===== config.mk =====
export PLATFORM = sky130hd
export DESIGN_NAME = uart_rx_qual
export DESIGN_NICKNAME = d
export VERILOG_FILES = /design/src/rtl/uart_rx_qual_pkg.sv /design/src/rtl/uart_rx_qual_ctrl.sv /design/src/rtl/uart_rx_qual_dp.sv /design/src/rtl/uart_rx_qual.sv
export SDC_FILE = /design/constraint.sdc
export NUM_CORES = 1
export LEC_CHECK = 0
export BUFFER_PORTS_ARGS = -buffer_cell sky130_fd_sc_hd__buf_4
export CELL_PAD_IN_SITES_DETAIL_PLACEMENT = 0
export CELL_PAD_IN_SITES_GLOBAL_PLACEMENT = 2
export CORE_MARGIN = 3
export CORE_UTILIZATION = 26
export DETAILED_ROUTE_END_ITERATION = 12
export PLACE_DENSITY = 0.84
export SLEW_MARGIN = 5
export SYNTH_ARGS = -nofsm -noshare
export SYNTH_HDL_FRONTEND = slang
export SYNTH_SLANG_ARGS = --single-unit
export TNS_END_PERCENT = 10

===== constraint.sdc =====
create_clock -name clk -period 1.5 [get_ports clk]
set_clock_uncertainty 0.15 [all_clocks]
set_input_delay 0.075 -clock clk [delete_from_list [all_inputs] [get_ports clk]]
set_output_delay 0.075 -clock clk [all_outputs]
set_load 0.1 [all_outputs]

===== src/rtl/uart_rx_qual_pkg.sv =====
package uart_rx_qual_pkg;
  // Strobes from control to datapath, valid for one cycle
  typedef struct packed {
    logic load;     // accept the current character
    logic clear;    // software read of the buffer
    logic wipe;     // soft reset
    logic overrun;  // accepted while the flag was still set
  } rxq_strobe_t;
endpackage


===== src/rtl/uart_rx_qual_ctrl.sv =====
module uart_rx_qual_ctrl
  import uart_rx_qual_pkg::*;
(
  input  logic        clk,
  input  logic        rst_n,
  input  logic        softReset,
  input  logic        errEn,
  input  logic        brkEn,
  input  logic        sleepEn,
  input  logic        autoBaudEn,
  input  logic        charDone,
  input  logic        frameErr,
  input  logic        parityErr,
  input  logic        overrunIn,
  input  logic        breakIn,
  input  logic        idleBefore,
  input  logic        addrBit,
  input  logic        syncDet,
  input  logic        bufRead,
  output logic        rxFlag,
  output rxq_strobe_t strobes
);
  logic anyErr, errPass, brkPass, addrPass, sleepPass, accept;

  always_comb begin
    anyErr    = frameErr | parityErr | overrunIn;
    errPass   = !anyErr || errEn;
    brkPass   = !breakIn || brkEn;
    addrPass  = autoBaudEn ? syncDet : (idleBefore | addrBit);
    sleepPass = !sleepEn || addrPass;
    accept    = charDone && !softReset && errPass && brkPass && sleepPass;
  end

  always_comb begin
    strobes.load    = accept;
    strobes.clear   = bufRead && !softReset;
    strobes.wipe    = softReset;
    strobes.overrun = accept && rxFlag && !bufRead;
  end

  always_ff @(posedge clk or negedge rst_n) begin
    if (!rst_n)          rxFlag <= 1'b0;
    else if (softReset)  rxFlag <= 1'b0;
    else if (accept)     rxFlag <= 1'b1;
    else if (bufRead)    rxFlag <= 1'b0;
  end

  // soft reset drops the flag
  a_r1_soft_reset_flag: assert property (@(posedge clk) disable iff (!rst_n)
    softReset |=> !rxFlag);
  // discarded erroneous character leaves a clear flag clear
  a_r2_err_discard: assert property (@(posedge clk) disable iff (!rst_n)
    (charDone && !errEn && (frameErr || parityErr || overrunIn) && !rxFlag) |=> !rxFlag);
  // sleeping auto-baud without synch does not raise the flag
  a_r7_sync_only: assert property (@(posedge clk) disable iff (!rst_n)
    (charDone && sleepEn && autoBaudEn && !syncDet && !rxFlag) |=> !rxFlag);
  // a read with no new character clears the flag
  a_r8_read_clears: assert property (@(posedge clk) disable iff (!rst_n)
    (bufRead && !charDone) |=> !rxFlag);
endmodule


===== src/rtl/uart_rx_qual_dp.sv =====
module uart_rx_qual_dp
  import uart_rx_qual_pkg::*;
#(
  parameter int DataWidth = 8
) (
  input  logic                 clk,
  input  logic                 rst_n,
  input  rxq_strobe_t          strobes,
  input  logic [DataWidth-1:0] charData,
  input  logic                 frameErr,
  input  logic                 parityErr,
  input  logic                 overrunIn,
  input  logic                 breakIn,
  output logic [DataWidth-1:0] rxBuf,
  output logic                 stFrame,
  output logic                 stParity,
  output logic                 stOverrun,
  output logic                 stBreak
);
  localparam int StatW = 4;
  logic [StatW-1:0] stat, statBase, statNew;

  // A read at the same edge as a load drops the old status first
  assign statBase = strobes.clear ? '0 : stat;
  assign statNew  = {breakIn, overrunIn | strobes.overrun, parityErr, frameErr};

  always_ff @(posedge clk or negedge rst_n) begin
    if (!rst_n) begin
      rxBuf <= '0;
      stat  <= '0;
    end else if (strobes.wipe) begin
      rxBuf <= '0;
      stat  <= '0;
    end else if (strobes.load) begin
      rxBuf <= charData;
      stat  <= statBase | statNew;
    end else if (strobes.clear) begin
      stat  <= '0;
    end
  end

  assign stFrame   = stat[0];
  assign stParity  = stat[1];
  assign stOverrun = stat[2];
  assign stBreak   = stat[3];

  // buffer holds when nothing is loaded or wiped
  a_r10_buf_hold: assert property (@(posedge clk) disable iff (!rst_n)
    (!strobes.load && !strobes.wipe) |=> $stable(rxBuf));
  // a read without a load empties the status
  a_r8_status_clear: assert property (@(posedge clk) disable iff (!rst_n)
    (strobes.clear && !strobes.load && !strobes.wipe) |=> (stat == '0));
endmodule


===== src/rtl/uart_rx_qual.sv =====
module uart_rx_qual
  import uart_rx_qual_pkg::*;
#(
  parameter int DataWidth = 8
) (
  input  logic                 clk,
  input  logic                 rst_n,
  input  logic                 softReset,
  input  logic                 errEn,
  input  logic                 brkEn,
  input  logic                 sleepEn,
  input  logic                 autoBaudEn,
  input  logic                 charDone,
  input  logic [DataWidth-1:0] charData,
  input  logic                 frameErr,
  input  logic                 parityErr,
  input  logic                 overrunIn,
  input  logic                 breakIn,
  input  logic                 idleBefore,
  input  logic                 addrBit,
  input  logic                 syncDet,
  input  logic                 bufRead,
  output logic                 rxFlag,
  output logic [DataWidth-1:0] rxBuf,
  output logic                 stFrame,
  output logic                 stParity,
  output logic                 stOverrun,
  output logic                 stBreak
);
  rxq_strobe_t strobes;

  uart_rx_qual_ctrl i_ctrl (
    .clk(clk), .rst_n(rst_n), .softReset(softReset), .errEn(errEn),
    .brkEn(brkEn), .sleepEn(sleepEn), .autoBaudEn(autoBaudEn),
    .charDone(charDone), .frameErr(frameErr), .parityErr(parityErr),
    .overrunIn(overrunIn), .breakIn(breakIn), .idleBefore(idleBefore),
    .addrBit(addrBit), .syncDet(syncDet), .bufRead(bufRead),
    .rxFlag(rxFlag), .strobes(strobes)
  );

  uart_rx_qual_dp #(.DataWidth(DataWidth)) i_dp (
    .clk(clk), .rst_n(rst_n), .strobes(strobes), .charData(charData),
    .frameErr(frameErr), .parityErr(parityErr), .overrunIn(overrunIn),
    .breakIn(breakIn), .rxBuf(rxBuf), .stFrame(stFrame),
    .stParity(stParity), .stOverrun(stOverrun), .stBreak(stBreak)
  );

  // accepted while the flag is pending marks overrun and keeps the flag
  a_r9_overrun: assert property (@(posedge clk) disable iff (!rst_n)
    (strobes.load && rxFlag && !bufRead) |=> (stOverrun && rxFlag));
endmodule


* Word-level counts from Yosys, hierarchy flattened
Cells that the tools add are included.
** Cells by class
- Reduce and logical (&&, ||, !) cells :: 17
- Multiplexer cells :: 9
- Bitwise operators :: 5
** Operators with widths (number)
- two-way mux 8 bit :: 2
- two-way mux 4 bit :: 3
- logical AND 1 bit :: 7
- zero test 1 bit :: 5
- two-way mux 1 bit :: 4
- bitwise OR 1 bit :: 4
- bitwise OR 4 bit :: 1
- logical OR 1 bit :: 3
- nonzero test 3 bit :: 1
- nonzero test 2 bit :: 1
** Storage, ports and cells
- Output and inout bits :: 13
- Word-level logic and storage cells :: 34
- Register bits :: 13

* Depth between registers and ports, before layout
- Depth in word-level cells :: 13
- Gate-level depth with buffers :: 5
- Depth with buffers taken out :: 4

* Cells and area by module
A second synthesis with hierarchy kept.
** Unflattened totals
- Cell total of the unflattened synthesis :: 57
- Area, all modules :: 620.6 sq um
** Modules (own cells, without submodules)
- uart_rx_qual_dp :: seq. area each 300.3 sq um, times used 1, cells each 42, area each 491.7 sq um
- uart_rx_qual_ctrl :: seq. area each 25.0 sq um, times used 1, cells each 15, area each 128.9 sq um

* Least setup slack after synthesis
No wires, ideal clock.
- Kind :: register to register
- Start point :: reg, netlist name i_dp.rxBuf[0]
- End point :: reg i_dp.rxBuf[0]
- Data arrival time :: 1252 ps
- Setup time :: 125 ps
- Slack :: -27 ps
- Period minus slack after synthesis :: 1527 ps
- Required time :: 1225 ps
- Stages on the path, launching flop included :: 3
- Path through :: dfrtp_1 > nor2b_1 > mux2_4
** RTL lines
- end signal: assignment :: RTL line uart_rx_qual_dp.sv:35 : rxBuf <= charData;
- end: declaration :: RTL line uart_rx_qual_dp.sv:14 : output logic [DataWidth-1:0] rxBuf,

* Worst setup path after layout
- Start point :: in frameErr
- End point :: reg i_dp.stat[0]
** Between the ends
- Word-level cells in the longest chain between the ends :: 9
- Elaborated cells between the ends (all ways) :: 10
** Ends and longest elaborated chain
- start: declaration :: RTL line uart_rx_qual.sv:15 : input logic frameErr,
- bitwise OR 1 bit (2 in a row) :: RTL line uart_rx_qual_ctrl.sv:26 : anyErr = frameErr | parityErr | overrunIn;
- zero test 1 bit :: RTL line uart_rx_qual_ctrl.sv:27 : errPass = !anyErr || errEn;
- logical OR 1 bit :: RTL line uart_rx_qual_ctrl.sv:27
- logical AND 1 bit (3 in a row) :: RTL line uart_rx_qual_ctrl.sv:31 : accept = charDone && !softReset && errPass && brkPass && sleepPass;
- two-way mux 4 bit (*) :: RTL line uart_rx_qual_dp.sv:34 : end else if (strobes.load) begin
- two-way mux 4 bit (*) :: RTL line uart_rx_qual_dp.sv:31 : end else if (strobes.wipe) begin
- end signal: assignment :: RTL line uart_rx_qual_dp.sv:36 : stat <= statBase | statNew;
- end: declaration :: RTL line uart_rx_qual_dp.sv:21 : logic [StatW-1:0] stat, statBase, statNew;
Every way passes the cells marked *; elsewhere a longest branch is shown, timed or not.
A chain may end at the register's enable or synchronous reset.

==> results.md <==
* Largest net degree at the start of global routing at 14
* Clock Root Buffer: clkbuf_4
* Pre-antenna DRT Iters at 4
* Path depth of the worst reg2reg path at 2
* Net load switching power at 286 uW
* R2R Path Start: i_dp.stat[0]$_DFF_PN0_
* Pins Over Slew Limit at 0
* Max Fclk at 0.663 GHz
* Area grow syn2layout at 83.9%
* GP Congestion at 0.742
* Later-pin clock latency in the skew report at 0.26 ns
* Most frequent CP cell: dlygate4sd3_1
* Clock Tree Buf Depth at 2
* Number of fill cells at 224
* Final period util at 100%
* Initial antenna violation count at 0
* Routed length per instance at 12.0 um
* Post-synthesis net count at 72
* Post-synthesis sequential area ratio at 51.7%
* Hold endpoint: i_ctrl.rxFlag$_DFFE_PN0P_
* Antenna Cells at 0
* Sw Ratio at 32.5%
* Clock power frac at 23.2%
* # rows at 17
* Total power draw at 880 uW
* CTS clock-pin slew for the worst setup and hold paths at 0.08 ns
* Worst-path fanout max at 2
* Outcome: complete, but fails checks
* Failing checks: negative setup slack
* Hold_ws at 0.0368 ns
* Htree depth at 1
* Starting density of the core at 27.9%
* First-pass GRT wire length at 2.83 mm
* Ys async rst share at 100%
* Vias in the first global route at 629
* CTS tree: built
* Int Pwr at 594 uW
* Worst Path Arrival at 1.51 ns
* Via count at 570
* I/O Buffers at 36
* Cell accounting for the most synthesized area: dfrtp_1
* RSZ-0062 raised after global routing: no
* Max IR drop VDD at 0.000408 V
* Max incr delay on CP at 0.55 ns
* Layout cells sized above 1 at 50.5%
* Final Worst Setup Slack at -0.00731 ns
* Die area at 3050 um^2
* Hold Vio Cnt, Final at 0
* GR Overflow Total at 0
* Number of gates resized after cts at 0
* Max-cap violations at 0
* Power density over the cells at 760 nW/um^2
* Most frequent cell after synthesis: dfrtp_1
* Synth Area per Inst at 13.1 um^2
* Placed cell areas at 963 um^2
* Gr usage total at 11.9%
* Critical Setup Path Class: in -> reg
* Post-synthesis cell type count at 15
* Cell Area, Synth at 629 um^2
* Setup crit start kind: primary input
* Hold path start: softReset
* Post-Synthesis Cells at 48
* Synth area leaders: dfrtp_1 52%, mux2_4 17%, nor2b_1 8.9%
* Post-Route Utilization at 51.3%
* Die H at 55.2 um
* Final instance area at 1160 um^2
* Hold depth at 3
* Core footprint at 2250 um^2
* Min Tclk post-route at 1.51 ns
* Worst path cell trace: buf_4 > dlygate4sd3_1 > a32o_1 > dlygate4sd3_1
* Lkg Pwr at 0.580 nW
* Ys flop type: dfrtp_1
* FF-to-FF setup slack at 0.08 ns
* Post-synth EDFFs at 0
* Worst rel slew slack at 81.2%
* Top-area cell type share of the netlist area at 51.7%
* Detail Route Antenna Nets at 0
* Worst min-delay path class: in -> reg
* IO Count at 37
* Combinational power share at 34.2%
* Clock Sinks at 13
* Slew @ Worst Pin at 0.284 ns
* Crit end category: flop
* Worst r2r dst: i_dp.stat[0]$_DFF_PN0_
* Count of endpoints failing setup in the final report at 2
* Top cells by count, synth: 13 x dfrtp_1, 9 x nor2b_1, 7 x mux2_4
* Critical Path RT at 1.50 ns
* Total wire length at 1.62 mm
* Fin nets at 132
* Yosys reg bits at 13
* Hpwl dp at 1.16 mm
* Die X at 55.2 um
* Synthesis warning total at 0
* Slowest cell on crit path: dlygate4sd3_1
* Via-per-instance ratio at 4.22
* CTS Buf Count at 3
* Residual DRC count at 0
* Starting DRT DRC Count at 13
* Sequential power share at 42.6%
[kinds of logic after synthesis]
group	count (synthesis)	share of synthesized area [%]
flip-flops	13	51.7
multiplexers	8	18.5
AND/OR/NAND/NOR	19	19.1
AO/OA/AOI/OAI	6	8.35
buffers and inverters	2	2.38
[critical path, delay by kind of cell]
family                 cells  cell delay, ns
buffers and inverters      3            1.21
AO/OA/AOI/OAI              1            0.22
[layout make-up]
class | instances | area (um^2) | area share (%)
multi-input combinational | 33 | 289 | 25.0
tap | 28 | 35.0 | 3.03
sequential | 13 | 327 | 28.2
timing repair buffer | 57 | 480 | 41.5
clock buffer | 4 | 26.3 | 2.27
[sequential cells by signal, summed over array words and instances (netlist names)]
name	cells
i_dp.stat	4
i_ctrl.rxFlag	1
i_dp.rxBuf	8
[metrics by stage]
| stage | setup WS, ns | std cells | setup TNS (ns) |
|---|---|---|---|
| CTS | 0.0182 | 134 | 0 |
| global route | 0.00479 | 135 | 0 |
| finish | -0.00731 | 135 | -0.0113 |
| floorplan | -0.0272 | 48 | -0.179 |
| detailed placement | -0.0293 | 114 | -0.0555 |
| global placement | -0.0310 | 114 | -0.0693 |
[worst max path at each step]
| stage | start | cells past startpoint | slack [ns] | to |
|---|---|---|---|---|
| floorplan | i_dp.rxBuf[1]$_DFFE_PN0P_ | 2 | -0.03 | i_dp.rxBuf[1]$_DFFE_PN0P_ |
| global placement | autoBaudEn | 6 | -0.03 | i_dp.rxBuf[2]$_DFFE_PN0P_ |
| detailed placement | autoBaudEn | 6 | -0.03 | i_dp.rxBuf[2]$_DFFE_PN0P_ |
| CTS | parityErr | 4 | 0.02 | i_dp.stat[1]$_DFF_PN0_ |
| global route | parityErr | 4 | 0.005 | i_dp.stat[1]$_DFF_PN0_ |
| finish | frameErr | 4 | -0.007 | i_dp.stat[0]$_DFF_PN0_ |
[per-layer routing]
| layer | global-route usage, % | share of wire, % | wire [um] | vias to the layer above |
|---|---|---|---|---|
| met4 | 5.21 | 0.37 | 6 | 0 |
| li1 | - | - | - | 285 |
| met5 | 0 | 0 | 0 | - |
| met1 | 14.6 | 45 | 735 | 255 |
| met3 | 4.91 | 10 | 164 | 2 |
| met2 | 18.1 | 44 | 710 | 28 |
[power by group through the flow]
| stage | clock, mW | combinational [mW] | sequential (mW) |
|---|---|---|---|
| global route | 0.242 | 0.317 | 0.377 |
| global placement | 0 | 0.268 | 0.381 |
| floorplan | 0 | 0.0520 | 0.499 |
| detailed placement | 0 | 0.270 | 0.381 |
| finish | 0.204 | 0.301 | 0.375 |
| CTS | 0.219 | 0.301 | 0.375 |
[cells in the final DEF, fill, tap and decap left out]
cell,n
nor3_1,2
a22o_1,2
buf_4,40
clkbuf_1,1
nor2_1,3
nand3b_1,1
o21a_1,1
nand2b_1,3
o21bai_1,1
dfrtp_2,1
clkbuf_4,3
mux2_2,1
a32o_1,2
buf_12,1
nor3_4,1
dlygate4sd3_1,16
nor2b_1,9
dfrtp_1,12
mux2_4,7
[repair_timing]
action	CTS	global route
hold endpoints to repair	26	0
setup endpoints to repair	0	2
buffers inserted	0	1
hold buffers	16	0
Note: power is estimated with default switching activity, not from simulation.
